## src/rtl/irq_route_pkg.sv

```systemverilog
`timescale 1ns/1ps
package irq_route_pkg;
   localparam int ROUTE_REGS = 4;
   localparam int SLOTS      = 5;

   localparam logic [7:0] OFS_PEND_A = 8'h00;
   localparam logic [7:0] OFS_MASK_A = 8'h0C;
   localparam logic [7:0] OFS_PEND_B = 8'h20;
   localparam logic [7:0] OFS_MASK_B = 8'h26;

   typedef struct packed {
      logic       valid;
      logic [1:0] word;
      logic [2:0] slot;
   } field_loc_t;

   function automatic logic [7:0] route_ofs(input int r);
      case (r)
         0:       return 8'h04;
         1:       return 8'h06;
         2:       return 8'h1C;
         default: return 8'h1E;
      endcase
   endfunction

   // which slots of a route word hold a real field
   function automatic logic slot_used(input int r, input int s);
      if (r == 1) return (s == 0) || (s == 2) || (s == 3);
      return 1'b1;
   endfunction

   function automatic logic [2:0] slot_reset(input int r, input int s);
      if (r == 0 && s == 2) return 3'd1;
      if (r == 2 && s == 0) return 3'd2;
      return 3'd0;
   endfunction

   // bank 0 = A, bank 1 = B
   function automatic field_loc_t locate(input int bank, input int pin);
      field_loc_t l;
      l = '0;
      if (bank == 0) begin
         if (pin <= 3) begin l.valid = 1'b1; l.word = 2'd0; l.slot = 3'(pin); end
         else if (pin == 8)  begin l.valid = 1'b1; l.word = 2'd0; l.slot = 3'd4; end
         else if (pin == 9)  begin l.valid = 1'b1; l.word = 2'd1; l.slot = 3'd0; end
         else if (pin == 11) begin l.valid = 1'b1; l.word = 2'd1; l.slot = 3'd2; end
         else if (pin == 12) begin l.valid = 1'b1; l.word = 2'd1; l.slot = 3'd3; end
      end else begin
         if (pin <= 1) begin l.valid = 1'b1; l.word = 2'd2; l.slot = 3'(pin); end
         else if (pin >= 3 && pin <= 5)  begin l.valid = 1'b1; l.word = 2'd2; l.slot = 3'(pin - 1); end
         else if (pin >= 6 && pin <= 10) begin l.valid = 1'b1; l.word = 2'd3; l.slot = 3'(pin - 6); end
      end
      return l;
   endfunction
endpackage

```

## src/rtl/irq_sync.sv

```systemverilog
`timescale 1ns/1ps
module irq_sync #(
   parameter int W      = 16,
   parameter int STAGES = 2
) (
   input  logic         clk,
   input  logic         rst_n,
   input  logic [W-1:0] d,
   output logic [W-1:0] q
);
   if (STAGES < 1) begin : g_bad
      $error("irq_sync: STAGES must be at least 1");
   end

   logic [STAGES-1:0][W-1:0] chain;

   always_ff @(posedge clk or negedge rst_n) begin
      if (!rst_n) begin
         chain <= '0;
      end else begin
         chain[0] <= d;
         for (int i = 1; i < STAGES; i++) chain[i] <= chain[i-1];
      end
   end

   assign q = chain[STAGES-1];
endmodule

```

## src/rtl/irq_route_regs.sv

```systemverilog
`timescale 1ns/1ps
module irq_route_regs
   import irq_route_pkg::*;
#(
   parameter int FIELD_W = 3,
   parameter int NUM_OUT = 5,
   parameter int DATA_W  = 16
) (
   input  logic                                          clk,
   input  logic                                          rst_n,
   input  logic [ROUTE_REGS-1:0]                         wr_en,
   input  logic [DATA_W-1:0]                             wdata,
   output logic [ROUTE_REGS-1:0][SLOTS-1:0][FIELD_W-1:0] fields,
   output logic [ROUTE_REGS-1:0][DATA_W-1:0]             rd_word
);
   if (SLOTS * FIELD_W > DATA_W) begin : g_bad_fit
      $error("irq_route_regs: fields do not fit in a data word");
   end

   for (genvar r = 0; r < ROUTE_REGS; r++) begin : g_word
      for (genvar s = 0; s < SLOTS; s++) begin : g_slot
         if (slot_used(r, s)) begin : g_live
            logic [FIELD_W-1:0] val;
            logic [FIELD_W-1:0] cand;
            assign cand = wdata[s*FIELD_W +: FIELD_W];
            always_ff @(posedge clk or negedge rst_n) begin
               if (!rst_n)
                  val <= FIELD_W'(slot_reset(r, s));
               else if (wr_en[r] && (int'(cand) < NUM_OUT))
                  val <= cand;
            end
            assign fields[r][s] = val;
         end else begin : g_dead
            assign fields[r][s] = '0;
         end
      end
   end

   always_comb begin
      rd_word = '0;
      for (int r = 0; r < ROUTE_REGS; r++)
         for (int s = 0; s < SLOTS; s++)
            rd_word[r][s*FIELD_W +: FIELD_W] = fields[r][s];
   end
endmodule

```

## src/rtl/irq_or_stage.sv

```systemverilog
`timescale 1ns/1ps
module irq_or_stage #(
   parameter int NUM_SRC = 16,
   parameter int NUM_OUT = 5,
   parameter int FIELD_W = 3
) (
   input  logic                             clk,
   input  logic                             rst_n,
   input  logic [NUM_SRC-1:0]               act_a,
   input  logic [NUM_SRC-1:0]               act_b,
   input  logic [NUM_SRC-1:0][FIELD_W-1:0]  sel_a,
   input  logic [NUM_SRC-1:0][FIELD_W-1:0]  sel_b,
   output logic [NUM_OUT-1:0]               irq_q
);
   logic [NUM_OUT-1:0] nxt;

   always_comb begin
      nxt = '0;
      for (int k = 0; k < NUM_OUT; k++)
         for (int p = 0; p < NUM_SRC; p++)
            nxt[k] = nxt[k]
                   | (act_a[p] & (sel_a[p] == FIELD_W'(k)))
                   | (act_b[p] & (sel_b[p] == FIELD_W'(k)));
   end

   always_ff @(posedge clk or negedge rst_n) begin
      if (!rst_n) irq_q <= '0;
      else        irq_q <= nxt;
   end
endmodule

```

## src/rtl/irq_route_ctrl.sv

```systemverilog
`timescale 1ns/1ps
module irq_route_ctrl
   import irq_route_pkg::*;
#(
   parameter int NUM_SRC     = 16,
   parameter int NUM_OUT     = 5,
   parameter int FIELD_W     = 3,
   parameter int DATA_W      = 16,
   parameter int ADDR_W      = 6,
   parameter int SYNC_STAGES = 2
) (
   input  logic               clk,
   input  logic               rst_n,
   input  logic [15:0]        src_a,
   input  logic [15:0]        src_b,
   input  logic [5:0]         bus_addr,
   input  logic               bus_we,
   input  logic [15:0]        bus_wdata,
   output logic [15:0]        bus_rdata,
   output logic [4:0]         irq_out
);
   if (NUM_SRC != 16 || DATA_W != 16 || ADDR_W != 6 || NUM_OUT != 5) begin : g_bad_shape
      $error("irq_route_ctrl: port widths are fixed by the register map");
   end
   if (NUM_OUT > (1 << FIELD_W)) begin : g_bad_field
      $error("irq_route_ctrl: route field too narrow for NUM_OUT");
   end

   localparam logic [ADDR_W-1:0] A_PEND_A = ADDR_W'(OFS_PEND_A);
   localparam logic [ADDR_W-1:0] A_MASK_A = ADDR_W'(OFS_MASK_A);
   localparam logic [ADDR_W-1:0] A_PEND_B = ADDR_W'(OFS_PEND_B);
   localparam logic [ADDR_W-1:0] A_MASK_B = ADDR_W'(OFS_MASK_B);

   logic [NUM_SRC-1:0] pend_a, pend_b;
   logic [NUM_SRC-1:0] mask_a, mask_b;
   logic [ROUTE_REGS-1:0] route_we;
   logic [ROUTE_REGS-1:0] route_hit;
   logic [ROUTE_REGS-1:0][SLOTS-1:0][FIELD_W-1:0] route_f;
   logic [ROUTE_REGS-1:0][DATA_W-1:0] route_rd;
   logic [NUM_SRC-1:0][FIELD_W-1:0] sel_a, sel_b;

   irq_sync #(.W(NUM_SRC), .STAGES(SYNC_STAGES)) u_sync_a (
      .clk(clk), .rst_n(rst_n), .d(src_a), .q(pend_a));
   irq_sync #(.W(NUM_SRC), .STAGES(SYNC_STAGES)) u_sync_b (
      .clk(clk), .rst_n(rst_n), .d(src_b), .q(pend_b));

   always_ff @(posedge clk or negedge rst_n) begin
      if (!rst_n) begin
         mask_a <= '0;
         mask_b <= '0;
      end else if (bus_we) begin
         if (bus_addr == A_MASK_A) mask_a <= bus_wdata[NUM_SRC-1:0];
         if (bus_addr == A_MASK_B) mask_b <= bus_wdata[NUM_SRC-1:0];
      end
   end

   for (genvar r = 0; r < ROUTE_REGS; r++) begin : g_dec
      assign route_hit[r] = (bus_addr == ADDR_W'(route_ofs(r)));
      assign route_we[r]  = bus_we & route_hit[r];
   end

   irq_route_regs #(.FIELD_W(FIELD_W), .NUM_OUT(NUM_OUT), .DATA_W(DATA_W)) u_route (
      .clk(clk), .rst_n(rst_n), .wr_en(route_we), .wdata(bus_wdata),
      .fields(route_f), .rd_word(route_rd));

   for (genvar p = 0; p < NUM_SRC; p++) begin : g_sel
      localparam field_loc_t LOC_A = locate(0, p);
      localparam field_loc_t LOC_B = locate(1, p);
      if (LOC_A.valid) begin : g_fa
         assign sel_a[p] = route_f[LOC_A.word][LOC_A.slot];
      end else begin : g_za
         assign sel_a[p] = '0;
      end
      if (LOC_B.valid) begin : g_fb
         assign sel_b[p] = route_f[LOC_B.word][LOC_B.slot];
      end else begin : g_zb
         assign sel_b[p] = '0;
      end
   end

   irq_or_stage #(.NUM_SRC(NUM_SRC), .NUM_OUT(NUM_OUT), .FIELD_W(FIELD_W)) u_or (
      .clk(clk), .rst_n(rst_n),
      .act_a(pend_a & mask_a), .act_b(pend_b & mask_b),
      .sel_a(sel_a), .sel_b(sel_b), .irq_q(irq_out));

   always_comb begin
      bus_rdata = '0;
      if      (bus_addr == A_PEND_A) bus_rdata = DATA_W'(pend_a);
      else if (bus_addr == A_MASK_A) bus_rdata = DATA_W'(mask_a);
      else if (bus_addr == A_PEND_B) bus_rdata = DATA_W'(pend_b);
      else if (bus_addr == A_MASK_B) bus_rdata = DATA_W'(mask_b);
      else begin
         for (int r = 0; r < ROUTE_REGS; r++)
            if (route_hit[r]) bus_rdata = route_rd[r];
      end
   end
endmodule

```

## config.mk

```make
export PLATFORM = sky130hd
export DESIGN_NAME = irq_route_ctrl
export DESIGN_NICKNAME = d
export VERILOG_FILES = /design/src/rtl/irq_route_pkg.sv /design/src/rtl/irq_sync.sv /design/src/rtl/irq_route_regs.sv /design/src/rtl/irq_or_stage.sv /design/src/rtl/irq_route_ctrl.sv
export SDC_FILE = /design/constraint.sdc
export NUM_CORES = 1
export LEC_CHECK = 0
export BUFFER_PORTS_ARGS = -buffer_cell sky130_fd_sc_hd__buf_4
export CAP_MARGIN = 20
export CORE_ASPECT_RATIO = 1.1
export CORE_MARGIN = 4
export CORE_UTILIZATION = 25
export CTS_CLUSTER_DIAMETER = 50
export CTS_CLUSTER_SIZE = 25
export DETAILED_ROUTE_END_ITERATION = 10
export PLACE_DENSITY_LB_ADDON = 0.1
export SETUP_SLACK_MARGIN = 0.5
export SYNTH_ARGS = -nofsm -noshare
export SYNTH_HDL_FRONTEND = slang
export SYNTH_SLANG_ARGS = --single-unit
```

## constraint.sdc

```tcl
create_clock -name clk -period 1.8 [get_ports clk]
set_clock_uncertainty 0.15 [all_clocks]
set_input_delay 0 -clock clk [delete_from_list [all_inputs] [get_ports clk]]
set_output_delay 0 -clock clk [all_outputs]
set_load 0.02 [all_outputs]
```

==> results of run 1 <==
## cells by family (layout without fill, tap and decap cells)
kind of cell / Yosys count / count (layout) / share of synthesized area (%)
buf+inv: 33 / 328 / 2.46
simple gates: 237 / 237 / 19.0
mux: 32 / 32 / 5.72
flops: 155 / 155 / 55.8
compound gates: 158 / 158 / 17.0
## layout make-up
| class | count | area, um2 |
|---|---|---|
| Multi-Input combinational cell | 427 | 3520 |
| Clock inverter | 15 | 196 |
| Sequential cell | 155 | 3890 |
| Timing Repair Buffer | 288 | 2590 |
| Tap cell | 357 | 447 |
| Inverter | 8 | 32.5 |
| Clock buffer | 17 | 425 |
| Fill cell | 2621 | 16100 |
## worst max path at each step
stage | startpoint | endpoint | slack (ps) | cells after the start
finish | u_route.g_word[2].g_slot[3].g_live.val[1]$_DFFE_PN0P_ | bus_rdata[10] | -200 | 5
global placement | u_sync_b.q[7]$_DFF_PN0_ | u_or.irq_q[0]$_DFF_PN0_ | -150 | 6
detailed placement | u_sync_a.q[15]$_DFF_PN0_ | u_or.irq_q[0]$_DFF_PN0_ | -120 | 4
global route | u_route.g_word[2].g_slot[3].g_live.val[1]$_DFFE_PN0P_ | bus_rdata[10] | -230 | 5
CTS | u_route.g_word[2].g_slot[3].g_live.val[1]$_DFFE_PN0P_ | bus_rdata[10] | -200 | 5
floorplan | u_route.g_word[3].g_slot[0].g_live.val[0]$_DFFE_PN0P_ | u_or.irq_q[1]$_DFF_PN0_ | 20 | 5
## power breakdown
group | switching, W | total [W] | internal, W | leakage, nW
logic | 0.000874 | 0.00189 | 0.00101 | 2.62
registers | 0.000327 | 0.00415 | 0.00382 | 1.94
clock network | 0.00181 | 0.00370 | 0.00189 | 0.299
## stage by stage
stage / setup TNS, ps / hold WS [ps]
final: -723 / -126
after global routing: -1320 / -86.9
after CTS: -801 / -125
after detailed placement: -241 / -224
after global placement: -278 / -222
after floorplan: 0 / -446
## per-layer routing
metal	share of wire, %	vias up
met5	0	-
met4	3.3	0
met3	3.7	36
met2	49	187
met1	44	3342
li1	-	2932
## cell usage in the layout (no fill, tap or decap), types with 8 or more instances in the layout
cell type	Yosys	layout
nand4_1	27	27
nor2_2	0	15
o221a_4	0	10
a22oi_1	24	11
clkbuf_16	0	17
mux2_2	22	22
mux2_4	10	10
buf_4	6	184
dfrtp_1	153	144
clkinv_8	0	8
a21oi_1	47	47
dfrtp_2	0	9
nand2_1	31	25
nand3b_1	9	9
nor2_1	75	59
nor3_1	15	11
a2bb2oi_1	27	27
dlygate4sd3_1	0	50
nor3b_1	14	9
buf_6	2	43
a22oi_2	0	13
buf_12	0	11
## flip-flops by register name, summed over array words and instances, names as in the netlist
name / flops
u_sync_b.q: 16
u_sync_b.chain: 16
u_or.irq_q: 5
mask_b: 16
u_sync_a.chain: 16
u_route.g_word.g_slot.g_live.val: 54
mask_a: 16
u_sync_a.q: 16
## worst max-delay path, cell delays in order, from the launching register on
cell      delay, ps
dfrtp_1         400
buf_6           130
a222oi_1        320
nand4_1         240
o221a_4         180
buf_6           130
## timing repair
action | 4_1_cts | 5_1_grt
setup endpoints to repair | 36 | 47
gates resized for setup | 89 | 41
hold endpoints to repair | 273 | 30
setup buffers | 27 | 10
pin swaps | 43 | 33
==> flow_summary.yaml, run 1 <==
timing:
  setup_ws_ps: -198
  slew_headroom_pct: 58.4
  holdWs_ps: -126
  fin_crit_ps: 2000
  period_share_pct: 111
  fmaxAchievable_mhz: 501
  rsz0062_at_grt: "yes"
  tightest_slew_ps: 619
  slew_viol_final: 0
  setup_viol: 10
  hold_violations: 31
clock_network:
  cts_max_path_buffers: 2
  clk_latency_ps: 440
  h-tree-depth: 4
  ctsRootBufferMaster: "clkbuf_16"
  cts_sinks: 155
  clk_pin_slew_ps: 80
  cts_buffers: 17
  cts_tree: "done"
  hold_buffers: 50
outcome:
  failed_checks: "hold timing, setup timing"
  status: "finished, violations left"
finish:
  final_cell_area_um2: 11100
  fin_util_pct: 40.8
  area_growth_pct: 59.5
  nets: 954
  insertedDiodeCount: 0
  fin_cells: 1267
  drive_gt1_share_pct: 45.8
floorplanning:
  die_w_um: 167
  rows: 63
  start_util_pct: 25.6
  die_h_um: 183
  core_area_um2: 27200
  ioPinCount: 78
  dieArea_um2: 30600
synthesis:
  synth_cell_type_count: 61
  synth_area_um2: 6960
  synth_edf_count: 0
  syn-num-nets: 672
  yosysWarnings: 0
  synth.most_common_cell: "dfrtp_1"
  ys_seq_area_share_pct: 55.8
  yosysTopAreaCellShare_pct: 55.0
  synth_commonest_cells: "dfrtp_1 (153), nor2_1 (75), a21oi_1 (47)"
  syn_inst: 615
  ys_ff_latch: 155
  synthTopCellsByArea: "dfrtp_1 (55%), nor2_1 (4.0%), mux2_2 (3.6%)"
  synth_largest_area_cell: "dfrtp_1"
  synthArstFlopShare_pct: 100
  syn_area_per_cell_um2: 11.3
  synthFlopType: "dfrtp_1"
power_and_ir_drop:
  p_leak_nw: 4.86
  p_per_area_nw_per_um2: 877
  irDropWorstVdd_mv: 0.384
  fin_total_pwr_w: 0.00974
placement:
  dp_cells: 1148
  pre_cts_slack_ps: -125
  port_buffers: 77
  dp_hpwl_mm: 21.1
  dpl_cell_area_um2: 9170
  gp_congestion: 0.934
grt:
  grt_max_degree: 52
  grtUsageMet3_pct: 2.54
  grt_pass1_wl_mm: 42.9
  grt_use_met2_pct: 30.5
  track_usage_pct: 18.8
  antenna_found_initial: 0
  busiest_layer: "met2"
  grt_use_met1_pct: 25.3
  gr-total-overflow: 0
  grt_pass1_vias: 6696
detailed_routing:
  drc: 0
  vias: 6497
  drtIter0Drc: 502
  drtAntennaViolNets: 0
  wirelength_mm: 28.8
  avgRoutedWirePerCell_um: 22.8
  vias_per_cell: 5.13
  drtPass1Iterations: 8
critical_path:
  r2r-start: "u_route.g_word[2].g_slot[3].g_live.val[0]$_DFFE_PN0P_"
  endpoint_kind: "output pin"
  crit_fanout: 3
  path_class: "reg2out"
  cp.required_ps: 1650
  reg2regPathDepth: 6
  crit_path_start_kind: "register"
  ff2ff_setup_slack_ps: -10
  worstPathArrival_ps: 1850
  reg2reg_to: "u_or.irq_q[1]$_DFF_PN0_"
worst_hold_path:
  hp-class: "in2async"
job:
  drv_cap: 0
Note: power is estimated with default switching activity, not from simulation.
==> run 2, diff against run 1 <==
- CORE_UTILIZATION: 25 -> 45
==> run 2 against run 1 <==
The flow still finishes with violations (hold timing, setup timing); global-route usage increased by 12 points; non-clock buffer count decreased by 19; via count increased by 4.6%; count of clock-buffer cells in the layout increased by 2; setup slack improved by 56 ps; register-to-register slack got worse by 30 ps; combinational power about the same; critical path depth unchanged; final cell count decreased by 14%; core utilization increased by 32 points; largest cell class unchanged; first-iteration DRC count increased by 57%.
==> flow_summary.yaml, run 2 (synthesis gave the netlist of run 1 again) <==
outcome:
  status: "finished, violations left"
  failed_checks: "hold timing, setup timing"
timing:
  tightest_slew_ps: 560
  setup_ws_ps: -141
  slew_viol_final: 0
  setup_viol: 6
  holdWs_ps: -84.8
  fmaxAchievable_mhz: 515
  slew_headroom_pct: 62.4
  fin_crit_ps: 1940
  hold_violations: 32
  period_share_pct: 108
  rsz0062_at_grt: "yes"
power_and_ir_drop:
  fin_total_pwr_w: 0.00989
  p_leak_nw: 4.84
  p_per_area_nw_per_um2: 896
  irDropWorstVdd_mv: 0.680
grt:
  antenna_found_initial: 0
  grt_use_met2_pct: 48.1
  grtUsageMet3_pct: 5.83
  grt_use_met1_pct: 41.4
  busiest_layer: "met2"
  gr-total-overflow: 0
  grt_pass1_wl_mm: 40.5
  grt_pass1_vias: 6774
  grt_max_degree: 43
  track_usage_pct: 30.8
clock_network:
  cts_sinks: 155
  ctsRootBufferMaster: "clkbuf_16"
  h-tree-depth: 4
  clk_pin_slew_ps: 60
  cts_buffers: 17
  hold_buffers: 50
  cts_max_path_buffers: 2
  cts_tree: "done"
  clk_latency_ps: 440
critical_path:
  crit_path_start_kind: "register"
  crit_chain: "buf_6 > a222oi_1 > nand4_1 > o221a_4 > buf_6"
  cp.required_ps: 1650
  endpoint_kind: "output pin"
  cp_slowest_cell: "dfrtp_1"
  path_buf_inv: 2
  worstPathArrival_ps: 1790
  cpMostUsedCell: "buf_6"
  cpLargestDelayFamily: "compound AO/OA/AOI/OAI gates"
  path_class: "reg2out"
  crit_path_max_incr_delay_ps: 400
  crit_fanout: 2
finish:
  largest_reg_flops: 54
  area_growth_pct: 58.7
  insertedDiodeCount: 0
  regMostFlops: "u_route.g_word.g_slot.g_live.val"
  nets: 935
  fin_util_pct: 73.1
  final_cell_mix: "buf_4 (163), dfrtp_1 (132), nor2_1 (58)"
  fillCellCount: 1012
  final_common_cell: "buf_4"
  drive_gt1_share_pct: 48.9
job:
  drv_cap: 0
floorplanning:
  core_area_um2: 15100
  ioPinCount: 78
  rows: 47
  dieArea_um2: 17500
  start_util_pct: 46.0
  die_w_um: 127
  die_h_um: 138
placement:
  gp_congestion: 1.02
  port_buffers: 77
  pre_cts_slack_ps: -47.3
  dp_hpwl_mm: 18.0
detailed_routing:
  vias_per_cell: 6.25
  vias: 6797
  drtIter0Drc: 787
  wirelength_mm: 27.4
  avgRoutedWirePerCell_um: 25.2
  drc: 0
  drtPass1Iterations: 5
  drtAntennaViolNets: 0
worst_hold_path:
  hp-class: "in2async"
-- run 2: cell count changes in the layout (fill, tap and decap cells not counted), sizes merged --
cell	change
clkinv	-6
buf	-20
clkbuf	+3
clkinvlp	+1
bufinv	+3
-- run 2: stage by stage --
step / TNS (ps) / cell area (um2) / instances
2_1_floorplan: 0 / 7250 / 615
3_3_place_gp: 0 / 8620 / 941
3_5_place_dp: -55.7 / 8620 / 941
4_1_cts: -366 / 10700 / 1073
5_1_grt: -776 / 11000 / 1087
6_report: -276 / 11000 / 1087
-- run 2: repair_timing --
| action | CTS | global route |
|---|---|---|
| setup buffers | 49 | 12 |
| setup endpoints to repair | 33 | 53 |
| gates resized for setup | 132 | 59 |
| gates cloned | 1 | 2 |
| endpoints found under the hold margin | 272 | 32 |
| pin swaps | 51 | 30 |
-- run 2: worst paths after layout --
| kind | start | end | slack, ps | cells after the start |
|---|---|---|---|---|
| worst max-delay path | u_route.g_word[2].g_slot[3].g_live.val[1]$_DFFE_PN0P_ | bus_rdata[10] | -140 | 5 |
| worst min-delay path | rst_n | mask_a[1]$_DFFE_PN0P_ | -80 | 2 |
| worst max register to register | u_route.g_word[3].g_slot[0].g_live.val[0]$_DFFE_PN0P_ | u_or.irq_q[1]$_DFF_PN0_ | -40 | 5 |
| worst min register to register | u_sync_a.chain[5]$_DFF_PN0_ | u_sync_a.q[5]$_DFF_PN0_ | 200 | 0 |
| max in group asynchronous | rst_n | u_route.g_word[0].g_slot[4].g_live.val[1]$_DFFE_PN0P_ | 910 | 3 |
| min in group clk | src_a[12] | u_sync_a.chain[12]$_DFF_PN0_ | 50 | 2 |
-- run 2: cell type report --
| cell class | instances | area (um2) | area share [%] |
|---|---|---|---|
| Clock inverter | 13 | 180 | 1.63 |
| Inverter | 8 | 32.5 | 0.295 |
| Multi-Input combinational cell | 427 | 3720 | 33.7 |
| Timing Repair Buffer | 269 | 2510 | 22.7 |
| Tap cell | 196 | 245 | 2.22 |
| Sequential cell | 155 | 3910 | 35.4 |
| Clock buffer | 19 | 453 | 4.10 |
-- run 2: power breakdown --
part	internal [W]	total [W]	switching (W)	leakage, nW
Combinational	0.000981	0.00187	0.000887	2.61
Sequential	0.00383	0.00417	0.000340	1.92
Clock	0.00230	0.00385	0.00155	0.310
Total	0.00711	0.00989	0.00278	4.84
-- run 2: routing by layer --
metal  vias to the layer above  part of all wire [%]
li1                       2907                     -
met1                      3393                    40
met2                       404                    48
met3                        93                   7.9
met4                         0                   4.7
met5                         -                     0
==> run 3, diff against run 2 <==
- BUFFER_PORTS_ARGS: -buffer_cell sky130_fd_sc_hd__buf_4 -> -buffer_cell sky130_fd_sc_hd__buf_2
==> run 3 against run 2 <==
The flow still finishes with violations (hold timing, setup timing); clock power decreased by 6.8%; register-to-register slack got worse by 30 ps; sequential power hardly changed; final area down 2.9%; critical path type unchanged; largest cell class unchanged.
==> flow_summary.yaml, run 3 (synthesis gave the netlist of run 1 again) <==
power_and_ir_drop:
  p_leak_nw: 4.77
  irDropWorstVdd_mv: 0.673
  clkPwrFrac_pct: 37.7
  p_int_w: 0.00676
  switching_share_pct: 29.1
  seqPwrFrac_pct: 43.5
  p_per_area_nw_per_um2: 889
  p_sw_w: 0.00277
  power_frac_comb_pct: 18.8
critical_path:
  worstPathArrival_ps: 1770
  path_class: "reg2out"
  cp.required_ps: 1650
  crit_path_start_kind: "register"
  endpoint_kind: "output pin"
  crit_fanout: 5
finish:
  fin_cells: 1096
  insertedDiodeCount: 0
  regMostFlops: "u_route.g_word.g_slot.g_live.val"
  multi_input_area_um2: 3550
  nets: 944
  final_cell_mix: "dfrtp_1 (144), buf_4 (110), nor2_1 (62)"
  fin_util_pct: 70.9
  drive_gt1_share_pct: 45.1
  final_cell_area_um2: 10700
  fillCellCount: 1093
  area_growth_pct: 54.0
  largest_reg_flops: 54
  final_common_cell: "dfrtp_1"
  seq_area_um2: 3890
grt:
  antenna_found_initial: 0
  grt_max_degree: 55
  grt_pass1_wl_mm: 40.0
  track_usage_pct: 30.3
  grt_pass1_vias: 6747
  gr-total-overflow: 0
timing:
  tightest_slew_ps: 776
  period_share_pct: 107
  holdWs_ps: -104
  setup_viol: 7
  hold_violations: 33
  slew_headroom_pct: 47.8
  setup_ws_ps: -119
  fin_crit_ps: 1920
  slew_viol_final: 0
  fmaxAchievable_mhz: 521
  rsz0062_at_grt: "yes"
floorplanning:
  start_util_pct: 46.0
  die_w_um: 127
  rows: 47
  die_h_um: 138
  dieArea_um2: 17500
  ioPinCount: 78
  core_area_um2: 15100
detailed_routing:
  vias_per_cell: 6.10
  drc: 0
  avgRoutedWirePerCell_um: 24.5
  vias: 6690
  drtAntennaViolNets: 0
  wirelength_mm: 26.8
  drtPass1Iterations: 8
  drtIter0Drc: 849
worst_hold_path:
  hp-class: "in2async"
job:
  drv_cap: 0
outcome:
  failed_checks: "hold timing, setup timing"
  status: "finished, violations left"
clock_network:
  clk_latency_ps: 430
  hold_buffers: 50
  cts_buffers: 17
  clk_pin_slew_ps: 70
  h-tree-depth: 4
  cts_sinks: 155
  ctsRootBufferMaster: "clkbuf_16"
  cts_tree: "done"
  cts_max_path_buffers: 2
placement:
  dp_hpwl_mm: 18.2
  dpl_cell_area_um2: 8570
  gp_congestion: 0.948
  dp_cells: 961
  port_buffers: 77
==> run 3: cell count changes in the layout (fill, tap and decap cells not counted), moves of 4 or more <==
cell / change
buf_2: +58
buf_4: -53
dfrtp_1: +12
dfrtp_2: -12
buf_6: +6
nor2_4: -6
nand2_1: +5
nor2_1: +4
==> run 3: final cells by class <==
class | count | share of cell area [%]
sequential | 155 | 36.3
inverter | 8 | 0.280
clock inverter | 14 | 1.40
multi-input combinational | 427 | 33.1
clock buffer | 18 | 4.10
tap | 196 | 2.29
timing repair buffer | 278 | 22.5
==> run 3: repair_timing <==
action	CTS	global route
endpoints found under the hold margin	273	33
cloned	0	2
pin swaps	38	35
setup endpoints to repair	33	43
resized for setup	91	64
buffers inserted	28	23
==> run 3: stage by stage <==
stage	setup slack, ps	hold WS, ps	power (W)	setup TNS (ps)
2_1_floorplan	18.3	-446	0.00474	0
5_1_grt	-171	-59.1	0.00988	-1060
3_5_place_dp	-229	-218	0.00551	-258
3_3_place_gp	-230	-226	0.00548	-298
4_1_cts	-122	-95.7	0.00937	-467
6_report	-119	-104	0.00952	-459
==> run 3: critical path: stages (launching register included) <==
cell and delay, ps:
dfrtp_1 400, buf_4 170, a22oi_1 250, nand4_1 220, o221a_4 170, buf_6 130
==> run 3: path summary, 6_finish.rpt <==
check	from	to	slack, ps	cells past startpoint
max	u_route.g_word[3].g_slot[3].g_live.val[1]$_DFFE_PN0P_	bus_rdata[10]	-120	5
min	rst_n	mask_b[1]$_DFFE_PN0P_	-100	2
max reg2reg	u_route.g_word[2].g_slot[3].g_live.val[1]$_DFFE_PN0P_	u_or.irq_q[1]$_DFF_PN0_	-70	6
min reg2reg	u_sync_b.chain[2]$_DFF_PN0_	u_sync_b.q[2]$_DFF_PN0_	200	0
max in group asynchronous	rst_n	u_route.g_word[0].g_slot[4].g_live.val[1]$_DFFE_PN0P_	920	3
min in group clk	bus_we	u_route.g_word[1].g_slot[3].g_live.val[2]$_DFFE_PN0P_	40	4
==> run 3: layer usage <==
layer  global-route usage, %  routed length (um)
met1                    40.5               10600
met2                    47.5               12600
met3                    6.10                2290
met4                    14.5                1270
met5                       0                   0
==> run 3: power groups by stage <==
stage	Sequential, W	Combinational (W)	Clock [W]
after global placement	0.00419	0.00129	0
after floorplan	0.00418	0.000553	0
after detailed placement	0.00420	0.00131	0
after CTS	0.00412	0.00162	0.00362
final	0.00414	0.00179	0.00359
after global routing	0.00418	0.00190	0.00380
